**src/rtl/dadda_pkg.sv**
```systemverilog
`timescale 1ns/1ps
package dadda_pkg;

    // Column capacity of the elaboration-time planner (N up to 64)
    localparam int MAX_COLS = 130;

    typedef struct packed {
        logic carry;
        logic sum;
    } cnt_out_t;

    // (3,2) counter
    function automatic cnt_out_t count3(input logic x, input logic y, input logic z);
        cnt_out_t r;
        r.sum   = x ^ y ^ z;
        r.carry = (x & y) | (x & z) | (y & z);
        return r;
    endfunction

    // (2,2) counter
    function automatic cnt_out_t count2(input logic x, input logic y);
        cnt_out_t r;
        r.sum   = x ^ y;
        r.carry = x & y;
        return r;
    endfunction

    // Height ceiling k in the growing sequence 2,3,4,6,9,...
    function automatic int stage_limit(input int k);
        int d;
        d = 2;
        for (int i = 0; i < k; i++) d = (d * 3) / 2;
        return d;
    endfunction

    // Number of reduction stages for an n-bit square multiplier
    function automatic int num_stages(input int n);
        int s;
        s = 0;
        for (int k = 0; k < 40; k++)
            if (stage_limit(k) < n) s = k + 1;
        return s;
    endfunction

    // Plan query: what=0 column height entering stage s,
    // what=1 full-adder count, what=2 half-adder count in stage s.
    function automatic int col_plan(input int n, input int s, input int c, input int what);
        int h  [0:MAX_COLS-1];
        int nh [0:MAX_COLS-1];
        int w, ns, cin, ex, fa, ha, res;
        w   = 2 * n + 1;
        ns  = num_stages(n);
        res = 0;
        for (int col = 0; col < MAX_COLS; col++) begin
            if (col > 2 * n - 2)  h[col] = 0;
            else if (col < n)     h[col] = col + 1;
            else                  h[col] = 2 * n - 1 - col;
            nh[col] = 0;
        end
        for (int st = 0; st <= s; st++) begin
            cin = 0;
            for (int col = 0; col < w; col++) begin
                if (st < ns) ex = h[col] + cin - stage_limit(ns - 1 - st);
                else         ex = 0;
                if (ex < 0) ex = 0;
                fa = ex / 2;
                ha = ex % 2;
                if (st == s && col == c)
                    res = (what == 0) ? h[col] : ((what == 1) ? fa : ha);
                nh[col] = h[col] - 2 * fa - ha + cin;
                cin = fa + ha;
            end
            for (int col = 0; col < w; col++) h[col] = nh[col];
        end
        return res;
    endfunction

    // Offset of column c inside the flat bit vector of level s
    function automatic int col_off(input int n, input int s, input int c);
        int sum;
        sum = 0;
        for (int col = 0; col < c; col++) sum += col_plan(n, s, col, 0);
        return sum;
    endfunction

    function automatic int lvl_size(input int n, input int s);
        return col_off(n, s, 2 * n + 1);
    endfunction

    // Offset of level s inside the storage of all levels
    function automatic int lvl_base(input int n, input int s);
        int sum;
        sum = 0;
        for (int t = 0; t < s; t++) sum += lvl_size(n, t);
        return sum;
    endfunction

endpackage

```
**src/rtl/pp_grid.sv**
```systemverilog
`timescale 1ns/1ps
module pp_grid
    import dadda_pkg::*;
#(
    parameter int N     = 6,
    parameter int OUT_W = 36
) (
    input  logic [N-1:0]     a,
    input  logic [N-1:0]     b,
    output logic [OUT_W-1:0] bits
);
    // Bit (i,j) goes to column i+j, stacked by ascending i
    for (genvar i = 0; i < N; i++) begin : g_row
        for (genvar j = 0; j < N; j++) begin : g_col
            localparam int C   = i + j;
            localparam int LO  = (C > N - 1) ? C - (N - 1) : 0;
            localparam int POS = col_off(N, 0, C) + i - LO;
            assign bits[POS] = a[i] & b[j];
        end
    end
endmodule

```
**src/rtl/dadda_stage.sv**
```systemverilog
`timescale 1ns/1ps
module dadda_stage
    import dadda_pkg::*;
#(
    parameter int N     = 6,
    parameter int STG   = 0,
    parameter int IN_W  = 36,
    parameter int OUT_W = 36
) (
    input  logic [IN_W-1:0]  bits_in,
    output logic [OUT_W-1:0] bits_out
);
    localparam int W = 2 * N + 1;

    for (genvar c = 0; c < W; c++) begin : g_col
        localparam int H    = col_plan(N, STG, c, 0);
        localparam int NFA  = col_plan(N, STG, c, 1);
        localparam int NHA  = col_plan(N, STG, c, 2);
        localparam int USED = 3 * NFA + 2 * NHA;
        localparam int NCNT = NFA + NHA;
        localparam int IB   = col_off(N, STG, c);
        localparam int OB   = col_off(N, STG + 1, c);
        // Where this column's carries land in column c+1 of the next level
        localparam int H1   = (c + 1 < W) ? col_plan(N, STG, c + 1, 0) : 0;
        localparam int FA1  = (c + 1 < W) ? col_plan(N, STG, c + 1, 1) : 0;
        localparam int HA1  = (c + 1 < W) ? col_plan(N, STG, c + 1, 2) : 0;
        localparam int CB   = (c + 1 < W) ?
                              col_off(N, STG + 1, c + 1) + FA1 + HA1 + (H1 - 3 * FA1 - 2 * HA1) : 0;

        for (genvar k = 0; k < NFA; k++) begin : g_fa
            cnt_out_t r;
            assign r = count3(bits_in[IB + 3*k], bits_in[IB + 3*k + 1], bits_in[IB + 3*k + 2]);
            assign bits_out[OB + k] = r.sum;
            if (c + 1 < W) begin : g_cy
                assign bits_out[CB + k] = r.carry;
            end
        end

        if (NHA == 1) begin : g_ha
            cnt_out_t r;
            assign r = count2(bits_in[IB + 3*NFA], bits_in[IB + 3*NFA + 1]);
            assign bits_out[OB + NFA] = r.sum;
            if (c + 1 < W) begin : g_cy
                assign bits_out[CB + NFA] = r.carry;
            end
        end

        for (genvar p = USED; p < H; p++) begin : g_pass
            assign bits_out[OB + NCNT + (p - USED)] = bits_in[IB + p];
        end
    end
endmodule

```
**src/rtl/rca_adder.sv**
```systemverilog
`timescale 1ns/1ps
module rca_adder #(
    parameter int W = 13
) (
    input  logic [W-1:0] x,
    input  logic [W-1:0] y,
    output logic [W:0]   sum
);
    logic [W:0] cy;
    assign cy[0] = 1'b0;

    for (genvar i = 0; i < W; i++) begin : g_bit
        assign sum[i]  = x[i] ^ y[i] ^ cy[i];
        assign cy[i+1] = (x[i] & y[i]) | (cy[i] & (x[i] ^ y[i]));
    end
    assign sum[W] = cy[W];
endmodule

```
**src/rtl/dadda_mult.sv**
```systemverilog
`timescale 1ns/1ps
module dadda_mult
    import dadda_pkg::*;
#(
    parameter int N = 6
) (
    input  logic           clk,
    input  logic           rst,
    input  logic [N-1:0]   op_a,
    input  logic [N-1:0]   op_b,
    output logic [2*N-1:0] product
);
    localparam int W     = 2 * N + 1;
    localparam int NS    = num_stages(N);
    localparam int TOTAL = lvl_base(N, NS + 1);
    localparam int FBASE = lvl_base(N, NS);

    logic [TOTAL-1:0] lvl;
    logic [W-1:0]     row_x;
    logic [W-1:0]     row_y;
    logic [W:0]       full_sum;
    logic [1:0]       spill;

    pp_grid #(.N(N), .OUT_W(lvl_size(N, 0))) u_pp (
        .a    (op_a),
        .b    (op_b),
        .bits (lvl[lvl_base(N, 0) +: lvl_size(N, 0)])
    );

    for (genvar s = 0; s < NS; s++) begin : g_stage
        localparam int IW = lvl_size(N, s);
        localparam int OW = lvl_size(N, s + 1);
        dadda_stage #(.N(N), .STG(s), .IN_W(IW), .OUT_W(OW)) u_stage (
            .bits_in  (lvl[lvl_base(N, s) +: IW]),
            .bits_out (lvl[lvl_base(N, s + 1) +: OW])
        );
    end

    // Two surviving rows feed the carry-propagate adder
    for (genvar c = 0; c < W; c++) begin : g_final
        localparam int H   = col_plan(N, NS, c, 0);
        localparam int OFF = FBASE + col_off(N, NS, c);
        if (H >= 1) begin : g_x
            assign row_x[c] = lvl[OFF];
        end else begin : g_x0
            assign row_x[c] = 1'b0;
        end
        if (H >= 2) begin : g_y
            assign row_y[c] = lvl[OFF + 1];
        end else begin : g_y0
            assign row_y[c] = 1'b0;
        end
    end

    rca_adder #(.W(W)) u_cpa (
        .x   (row_x),
        .y   (row_y),
        .sum (full_sum)
    );

    assign spill = full_sum[W:2*N];

    always_ff @(posedge clk) begin
        if (rst) product <= '0;
        else     product <= full_sum[2*N-1:0];
    end

    p_reset_clears_r2: assert property (@(posedge clk)
        rst |=> product == '0);

    p_zero_operand_r3: assert property (@(posedge clk) disable iff (rst)
        (op_a == '0 || op_b == '0) |=> product == '0);

    p_identity_r5: assert property (@(posedge clk) disable iff (rst)
        (op_b == N'(1)) |=> product == (2*N)'($past(op_a)));

    p_hold_r6: assert property (@(posedge clk) disable iff (rst)
        ($stable(op_a) && $stable(op_b) && !$past(rst)) |=> $stable(product));

    p_no_overflow_r7: assert property (@(posedge clk) disable iff (rst)
        spill == 2'b00);

endmodule

```
**config.mk**
```make
export PLATFORM = sky130hd
export DESIGN_NAME = dadda_mult
export DESIGN_NICKNAME = d
export VERILOG_FILES = /design/src/rtl/dadda_pkg.sv /design/src/rtl/pp_grid.sv /design/src/rtl/dadda_stage.sv /design/src/rtl/rca_adder.sv /design/src/rtl/dadda_mult.sv
export SDC_FILE = /design/constraint.sdc
export NUM_CORES = 1
export LEC_CHECK = 0
export BUFFER_PORTS_ARGS = -buffer_cell sky130_fd_sc_hd__buf_2
export CORE_ASPECT_RATIO = 1.25
export CORE_MARGIN = 5
export CORE_UTILIZATION = 30
export DETAILED_ROUTE_END_ITERATION = 7
export PLACE_DENSITY_LB_ADDON = 0.08
export SLEW_MARGIN = 10
export SYNTH_ARGS = -nofsm -noshare
export SYNTH_HDL_FRONTEND = slang
export SYNTH_SLANG_ARGS = --single-unit
export TNS_END_PERCENT = 5
```
**constraint.sdc**
```tcl
create_clock -name clk -period 4.8 [get_ports clk]
set_input_delay 0.48 -clock clk [delete_from_list [all_inputs] [get_ports clk]]
set_output_delay 0.48 -clock clk [all_outputs]
set_load 0.01 [all_outputs]
```
==> results of run 1 <==
-- Yosys cell counts --
master,instances,area [um^2]
dfxtp_1,12,240.2
inv_1,22,82.58
and3b_2,1,10.01
nand2_1,8,30.03
buf_6,1,11.26
nor2b_2,8,70.07
ha_1,6,75.07
and2_1,27,168.9
and2b_2,1,8.760
nor2b_4,2,27.53
fa_1,24,480.5
-- logic make-up after synthesis --
| group | count (synthesis) |
|---|---|
| flops | 12 |
| buf+inv | 23 |
| fa+ha+maj | 30 |
| simple gates | 47 |
-- how the worst max path moves through the flow --
stage | to | cells after the start | slack [ps] | start
after floorplan | product[10] | 12 | 5 | op_a[0]
after global placement | product[10] | 13 | -240 | op_a[0]
after CTS | product[10] | 13 | 30 | op_a[0]
final | product[10] | 13 | 90 | op_a[0]
after global routing | product[10] | 13 | 5 | op_a[0]
after detailed placement | product[10] | 15 | -270 | op_a[0]
-- stage by stage --
| stage | util (%) | setup TNS (ps) | setup WS (ps) |
|---|---|---|---|
| after floorplan | - | 0 | 4.968 |
| after global placement | 38.37 | -431.9 | -239.3 |
| after detailed placement | 38.37 | -508.2 | -271.7 |
| after CTS | 39.87 | 0 | 28.56 |
| after global routing | 42.31 | 0 | 5.201 |
| final | 42.31 | 0 | 92.33 |
-- final cells by class --
| class | instances | area, um^2 | area share, % |
|---|---|---|---|
| flip-flops and latches | 12 | 240.2 | 14.76 |
| well taps | 54 | 67.56 | 4.151 |
| multi-input cells | 77 | 953.4 | 58.57 |
| repair buffers | 36 | 229.0 | 14.07 |
| clock buffers | 4 | 55.05 | 3.382 |
| inverters | 22 | 82.58 | 5.073 |
-- layer usage --
metal	vias up	GRT usage [%]	part of all wire, %
met4	0	4.268	1.2
met3	2	1.660	6.3
met2	21	15.77	48
met5	-	0	0
li1	397	-	-
met1	375	11.69	45
-- power groups by stage --
stage | clock network (mW) | logic (mW) | registers (mW)
final | 0.105 | 0.217 | 0.129
after global routing | 0.115 | 0.251 | 0.132
after CTS | 0.110 | 0.213 | 0.130
after detailed placement | 0 | 0.208 | 0.132
after global placement | 0 | 0.208 | 0.131
after floorplan | 0 | 0.127 | 0.147
-- repair_timing --
item / in CTS / in global routing
pin swaps: 0 / 20
setup endpoints to repair: 1 / 2
gates resized for setup: 1 / 24
hold endpoints to repair: 0 / 0
cloned: 0 / 0
==> results.txt, run 1 <==
Peak VDD IR - 0.00008472 V
sequential power share - 28.6%
ANT nets after route - 0
Combinational Power Share - 48.1%
Starting Density - 31.32%
Cells after DPL - 201
RePlAce Congestion - 0.7350
first-pass GRT wire length - 3919 um
Synthesized Nets - 156
Clk pwr share - 23.3%
DR WL/cell - 10.96 um
vias per cell - 3.878
clk buf depth - 2
Max Cap Violations - 0
Synth Area in Adders - 46.11%
gr usage total - 9.420%
final wirelength - 2247 um
CTS sink count - 12
Synth Area in Compound Gates - 0%
Tmin final - 4708 ps
Pins Over Slew Limit - 0
CP delay by family, top - adder cells
post-synthesis simple-gate area fraction - 26.17%
CTS H-tree lvls - 1
Die X - 66.69 um
post-synthesis cell area - 1205 um^2
final net count - 196
Psw - 139.0 uW
Int Power - 312.7 uW
slew of the pin with the lowest slew margin - 361.8 ps
status - complete, no violations
largest family of logic cells by synthesized area - adder cells
final std cell area, no fill - 1628 um^2
most frequent cells in the layout - 22 x and2_1, 21 x inv_1, 21 x buf_2, 16 x fa_1
critical path's largest stage delay - 490 ps
unrepaired setup endpoints after global routing - false
DPL Wire Length - 2014 um
FMAX - 212.4 MHz
first-pass detailed-route iteration total - 2
Antenna Cells - 0
core footprint - 3847 um^2
commonest non-fill, non-tap cell in the layout - and2_1
Avg Inst Size Synth - 10.76 um^2
largest net degree at the start of global routing - 13
Critical Path RT - 4920 ps
slowest stage cell, crit path - fa_1
most frequent cell on the critical path - fa_2
vias in the first global route - 876
Hold Vio Cnt, Final - 0
Hold Worst Slack - 588.1 ps
dpl cell area - 1476 um^2
initial antenna violation count - 0
LEAKAGE - 0.7996 nW
Cell Chain, Critical Path - buf_4 > and2_4 > ha_4 > fa_1 > fa_1 > fa_2 > fa_2 > fa_2 > fa_2 > fa_2 > fa_2 > fa_1 > nor2b_4
PwrDens - 277.5 nW/um^2
largest registers - product: 12 flops
Top reg by flops - product
critical path class - in -> reg
total CTS buffers - 3
Slew headroom - 75.88%
Post-route DRC - 0
# setup viols final - 0
FILL cells - 407
I/O Buffers - 25
Die Ht - 80.86 um
switch share - 30.76%
Cell variety after synth - 11
CTS root buffer - clkbuf_8
critical path fanouts, max - 4
CTS Hold Bufs - 0
XOR/XNOR Fraction of Synth Area - 0%
post-synthesis sequential area ratio - 19.94%
layout cells sized above 1 - 47.68%
Cells after Synth - 112
Hold Crit Class - in -> reg
I/O pin count - 26
max reg flops - 12
Cell Rows - 25
Hold EP - product[0]
Setup Fix Bufs, Post-CTS - 0
fin crit share - 98.08%
DR vias - 795
Synth Register Bits - 12
Setup crit end kind - flip-flop
post-synthesis mux area share - 0%
clk slew on worst S/H paths - 50 ps
overall power - 451.7 uW
Crit path buffers/inverters - 1
Overflow after GRT - 0
yosys warns - 0
startpoint class of the critical path - input port
Area growth, synth to finish - 35.10%
drt first-iter violations - 8
Worst Path Arrival - 4820 ps
worst hold start - op_b[0]
hold depth - 2
CTS tree - yes
Die ar. - 5392 um^2
Final Non-Filler Cells - 205
No activity file was read; power rests on OpenSTA's default activity.
==> inputs of run 2 (changes only) <==
==> constraint.sdc (replaced) <==
create_clock -name clk -period 4.7 [get_ports clk]
set_input_delay 0.47 -clock clk [delete_from_list [all_inputs] [get_ports clk]]
set_output_delay 0.47 -clock clk [all_outputs]
set_load 0.01 [all_outputs]
==> run 2 against run 1 <==
Effect of this change: sequential power about the same; count of clock-buffer cells in the layout shrank 1; largest cell class unchanged; critical path depth did not move; sequential cell count did not move.
==> results.txt, run 2 (same netlist as run 1, synthesis figures left out) <==
PwrDens - 283.5 nW/um^2 (was 277.5 nW/um^2)
final net count - 195 (was 196)
final wirelength - 2218 um (was 2247 um)
vias per cell - 3.936 (was 3.878)
Setup Fix Bufs, Post-CTS - 0 (unchanged)
first-pass detailed-route iteration total - 4 (was 2)
dpl cell area - 1474 um^2 (was 1476 um^2)
final std cell area, no fill - 1535 um^2 (was 1628 um^2)
Critical Path RT - 4810 ps (was 4920 ps)
critical path fanouts, max - 5 (was 4)
Area growth, synth to finish - 27.41% (was 35.10%)
Hold Vio Cnt, Final - 0 (unchanged)
CP endpoint - product[10] (unchanged)
CTS tree - yes (unchanged)
Post-route DRC - 0 (unchanged)
fin crit share - 97.35%
FMAX - 218.6 MHz
largest registers - product: 12 flops (unchanged)
CTS sink count - 12 (unchanged)
Die Ht - 80.86 um (unchanged)
core footprint - 3847 um^2 (unchanged)
# setup viols final - 0 (unchanged)
most frequent cell on the critical path - fa_2 (unchanged)
clk buf depth - 2 (unchanged)
Pins Over Slew Limit - 0 (unchanged)
startpoint class of the critical path - input port (unchanged)
layout cells sized above 1 - 40.94% (was 47.68%)
Cell Chain, Critical Path - buf_4 > and2_1 > ha_1 > fa_1 > fa_1 > fa_2 > fa_2 > fa_2 > fa_2 > fa_2 > fa_2 > fa_1 > nor2b_4 (was buf_4 > and2_4 > ha_4 > fa_1 > fa_1 > fa_2 > fa_2 > fa_2 > fa_2 > fa_2 > fa_2 > fa_1 > nor2b_4)
Die ar. - 5392 um^2 (unchanged)
max reg flops - 12 (unchanged)
I/O pin count - 26 (unchanged)
vias in the first global route - 905 (was 876)
Slew headroom - 76.34% (was 75.88%)
most frequent cells in the layout - 27 x and2_1, 23 x buf_2, 20 x inv_1, 17 x fa_1 (was 22 x and2_1, 21 x inv_1, 21 x buf_2, 16 x fa_1)
Antenna Cells - 0 (unchanged)
critical path class - in -> reg (unchanged)
clk slew on worst S/H paths - 50 ps (about the same)
unrepaired setup endpoints after global routing - false (unchanged)
Cells after DPL - 200 (was 201)
Max Cap Violations - 0 (unchanged)
Die X - 66.69 um (unchanged)
Top reg by flops - product (unchanged)
ANT nets after route - 0 (unchanged)
overall power - 435.2 uW (was 451.7 uW)
Tmin final - 4575 ps
critical path's largest stage delay - 490 ps (about the same)
CTS H-tree lvls - 1 (unchanged)
Hold Crit Class - in -> reg (unchanged)
Cell Rows - 25 (unchanged)
Overflow after GRT - 0 (unchanged)
Peak VDD IR - 0.00008338 V (was 0.00008472 V)
status - complete, no violations (unchanged)
largest net degree at the start of global routing - 13 (unchanged)
total CTS buffers - 3 (unchanged)
Setup TNS Final - 0 ps (unchanged)
Worst Path Arrival - 4690 ps (was 4820 ps)
Setup crit end kind - flip-flop (unchanged)
DR WL/cell - 10.93 um (was 10.96 um)
hold depth - 2 (unchanged)
DPL Wire Length - 2058 um (was 2014 um)
DR vias - 799 (was 795)
initial antenna violation count - 0 (unchanged)
slowest stage cell, crit path - fa_1 (unchanged)
Final Non-Filler Cells - 203 (was 205)
I/O Buffers - 25 (unchanged)
slew of the pin with the lowest slew margin - 354.9 ps (was 361.8 ps)
Starting Density - 31.32% (unchanged)
RePlAce Congestion - 0.7557 (was 0.7350)
gr usage total - 9.511% (was 9.420%)
first-pass GRT wire length - 3988 um (was 3919 um)
drt first-iter violations - 31 (was 8)
crit path launch - op_a[0] (unchanged)
commonest non-fill, non-tap cell in the layout - and2_1 (unchanged)
CTS Hold Bufs - 0 (unchanged)
LEAKAGE - 0.7798 nW (was 0.7996 nW)
CTS root buffer - clkbuf_8 (unchanged)
-- run 2: through the flow --
stage          utilization, %  hold slack, ps  worst slack, ps
3_5_place_dp            38.31           817.0           -263.3
2_1_floorplan               -           647.2            7.709
4_1_cts                 39.45           573.8            18.88
3_3_place_gp            38.31           825.1           -229.1
6_report                39.90           579.0            124.6
5_1_grt                 39.90           592.4            5.818
-- run 2: how the worst min path moves through the flow --
stage                  from          to  slack [ps]
floorplan           op_a[0]  product[0]         650
global placement    op_b[0]  product[0]         830
detailed placement  op_b[0]  product[0]         820
CTS                 op_b[0]  product[0]         570
global route        op_b[0]  product[0]         590
finish              op_b[0]  product[0]         580
-- run 2: layer usage --
metal	vias up	wire length (um)	share of wire [%]	track usage (%)
li1	394	-	-	-
met1	379	1000	45	12.66
met5	-	0	0	0
met2	24	1047	47	15.18
met4	0	19	0.86	3.659
met3	2	151	6.8	1.798
-- run 2: what timing repair did --
action                     CTS  global route
pin swaps                    0             5
gates resized for setup      1             8
setup endpoints to repair    1             2
-- run 2: critical path, delay by kind of cell --
kind,cells,cell delay (ps)
fa+ha+maj,10,3800
simple gates,2,290
buf+inv,1,130
-- run 2: final cells by class --
type	instances	area [um^2]
Clock buffer	3	41.29
Sequential cell	12	240.2
Inverter	22	82.58
Multi-Input combinational cell	77	898.4
Fill cell	406	2312
Timing Repair Buffer	35	205.2
Tap cell	54	67.56
-- run 2: power breakdown --
group | leakage, nW | internal [mW] | total [mW] | switching [mW]
registers | 0.0995 | 0.128 | 0.132 | 0.00398
logic | 0.659 | 0.113 | 0.216 | 0.104
clock network | 0.0216 | 0.0559 | 0.0874 | 0.0315
==> inputs of run 3 (changes only) <==
--- a/config.mk
+++ b/config.mk
@@ -5,12 +5,14 @@
 export SDC_FILE = /design/constraint.sdc
 export NUM_CORES = 1
 export LEC_CHECK = 0
-export BUFFER_PORTS_ARGS = -buffer_cell sky130_fd_sc_hd__buf_2
+export BUFFER_PORTS_ARGS = -buffer_cell sky130_fd_sc_hd__buf_4
 export CORE_ASPECT_RATIO = 1.25
 export CORE_MARGIN = 5
 export CORE_UTILIZATION = 30
 export DETAILED_ROUTE_END_ITERATION = 7
 export PLACE_DENSITY_LB_ADDON = 0.08
+export SETUP_SLACK_MARGIN = 0.3
+export SKIP_LAST_GASP = 1
 export SLEW_MARGIN = 10
 export SYNTH_ARGS = -nofsm -noshare
 export SYNTH_HDL_FRONTEND = slang
==> run 3 against run 2 <==
Effect of this change: clock power rose by 27%; sequential cell count unchanged; worst setup slack got worse by 38 ps; sequential power is essentially flat; largest power group unchanged.
==> results.txt, run 3 (same netlist as run 1, synthesis figures left out) <==
status - complete, no violations (unchanged)
Reg area - 240.2 um^2 (unchanged)
worst slack, placed - -200.9 ps (was -263.3 ps)
first-pass detailed-route iteration total - 4 (unchanged)
CTS tree - yes (unchanged)
I/O Buffers - 25 (unchanged)
critical path fanouts, max - 6 (was 5)
layout cells sized above 1 - 37.41% (was 40.94%)
Setup crit end kind - flip-flop (unchanged)
Worst Path Arrival - 4740 ps (was 4690 ps)
unrepaired setup endpoints after global routing - true (was false)
clk slew on worst S/H paths - 50 ps (about the same)
Final Worst Setup Slack - 86.45 ps (was 124.6 ps)
slowest stage cell, crit path - fa_1 (unchanged)
FMAX - 216.8 MHz (was 218.6 MHz)
Hold Vio Cnt, Final - 0 (unchanged)
DR vias - 776 (was 799)
gr usage total - 9.951% (was 9.511%)
final std cell area, no fill - 1574 um^2 (was 1535 um^2)
Area growth, synth to finish - 30.63% (was 27.41%)
Slew headroom - 86.95% (was 76.34%)
drt first-iter violations - 13 (was 31)
slew of the pin with the lowest slew margin - 195.7 ps (was 354.9 ps)
CTS sink count - 12 (unchanged)
Crit path buffers/inverters - 4 (was 1)
Die X - 66.69 um (unchanged)
Pins Over Slew Limit - 0 (unchanged)
Overflow after GRT - 0 (unchanged)
final wirelength - 2180 um (was 2218 um)
largest net degree at the start of global routing - 13 (unchanged)
Post-route DRC - 0 (unchanged)
area of the multi-input gates - 888.4 um^2 (was 898.4 um^2)
CTS H-tree lvls - 1 (unchanged)
Critical Path RT - 4830 ps (was 4810 ps)
total CTS buffers - 3 (unchanged)
I/O pin count - 26 (unchanged)
vias in the first global route - 923 (was 905)
Die Ht - 80.86 um (unchanged)
largest registers - product: 12 flops (unchanged)
most frequent cells in the layout - 32 x buf_4, 27 x and2_1, 22 x inv_1, 17 x fa_1, 12 x dfxtp_1 (was 27 x and2_1, 23 x buf_2, 20 x inv_1, 17 x fa_1)
Top reg by flops - product (unchanged)
Cell Rows - 25 (unchanged)
Final Non-Filler Cells - 201 (was 203)
Antenna Cells - 0 (unchanged)
Max Cap Violations - 0 (unchanged)
RePlAce Congestion - 0.7248 (was 0.7557)
Tmin final - 4614 ps (was 4575 ps)
CTS root buffer - clkbuf_8 (unchanged)
FILL cells - 403 (was 406)
critical path's largest stage delay - 530 ps (was 490 ps)
Peak VDD IR - 0.00008612 V (was 0.00008338 V)
dpl cell area - 1516 um^2 (was 1474 um^2)
commonest non-fill, non-tap cell in the layout - buf_4 (was and2_1)
Die ar. - 5392 um^2 (unchanged)
startpoint class of the critical path - input port (unchanged)
initial antenna violation count - 0 (unchanged)
Starting Density - 31.32% (unchanged)
Setup TNS Final - 0 ps (unchanged)
max reg flops - 12 (unchanged)
fin util - 40.91% (was 39.90%)
CP delay by family, top - adder cells (unchanged)
final net count - 192 (was 195)
DR WL/cell - 10.85 um (was 10.93 um)
Hold Crit Class - in -> reg (unchanged)
most frequent cell on the critical path - fa_2 (unchanged)
# setup viols final - 0 (unchanged)
clk buf depth - 2 (unchanged)
first-pass GRT wire length - 4112 um (was 3988 um)
fin crit share - 98.16% (was 97.35%)
LEAKAGE - 0.7841 nW (was 0.7798 nW)
vias per cell - 3.861 (was 3.936)
PwrDens - 296.6 nW/um^2 (was 283.5 nW/um^2)
ANT nets after route - 0 (unchanged)
critical path class - in -> reg (unchanged)
DPL Wire Length - 1963 um (was 2058 um)
Cells after DPL - 197 (was 200)
core footprint - 3847 um^2 (unchanged)
Cell Chain, Critical Path - buf_4 > nand2_1 > fa_1 > inv_1 > fa_1 > inv_1 > fa_1 > inv_1 > fa_2 > fa_2 > fa_2 > fa_2 > fa_2 > fa_1 > nor2b_2 (was buf_4 > and2_1 > ha_1 > fa_1 > fa_1 > fa_2 > fa_2 > fa_2 > fa_2 > fa_2 > fa_2 > fa_1 > nor2b_4)
run 3: changes by cell type in the layout (fill, tap and decap cells not counted), sizes merged:
cell and change:
buf -3, clkbuf +1
run 3: path summary, 6_finish.rpt:
| check | from | endpoint | slack [ps] | cells after the start |
|---|---|---|---|---|
| min | rst | product[6] | 530 | 2 |
| max | op_a[0] | product[10] | 90 | 15 |
run 3: per-layer routing:
metal / vias up / part of all wire (%) / routed length (um) / track usage [%]
met5: - / 0 / 0 / 0
met3: 4 / 6.2 / 135 / 1.660
met4: 0 / 2.3 / 50 / 5.488
li1: 389 / - / - / -
met2: 25 / 46 / 1013 / 15.67
met1: 358 / 45 / 980 / 12.87
run 3: layout make-up:
| cell class | instances | share of cell area (%) |
|---|---|---|
| Multi-Input combinational cell | 77 | 56.44 |
| Sequential cell | 12 | 15.26 |
| Timing Repair Buffer | 32 | 15.26 |
| Inverter | 22 | 5.246 |
| Tap cell | 54 | 4.293 |
| Clock buffer | 4 | 3.498 |
run 3: power breakdown:
| part | internal [mW] | switching, mW |
|---|---|---|
| clock | 0.0740 | 0.0374 |
| combinational | 0.122 | 0.0999 |
| sequential | 0.128 | 0.00552 |
| total | 0.324 | 0.143 |
run 3: timing repair:
action                                  4_1_cts  5_1_grt
endpoints found under the hold margin         0        0
resized for setup                             1        0
pin swaps                                     0        0
hold buffers                                  0        0
gates cloned                                  0        0
endpoints found under the setup margin        2        3
setup buffers                                 0        0
run 3: metrics by stage:
step | hold WS (ps) | total power, mW
final | 531.1 | 0.4669
after global routing | 536.0 | 0.5167
after CTS | 528.4 | 0.4796
after detailed placement | 788.6 | 0.3619
after global placement | 790.7 | 0.3645
after floorplan | 647.2 | 0.2822
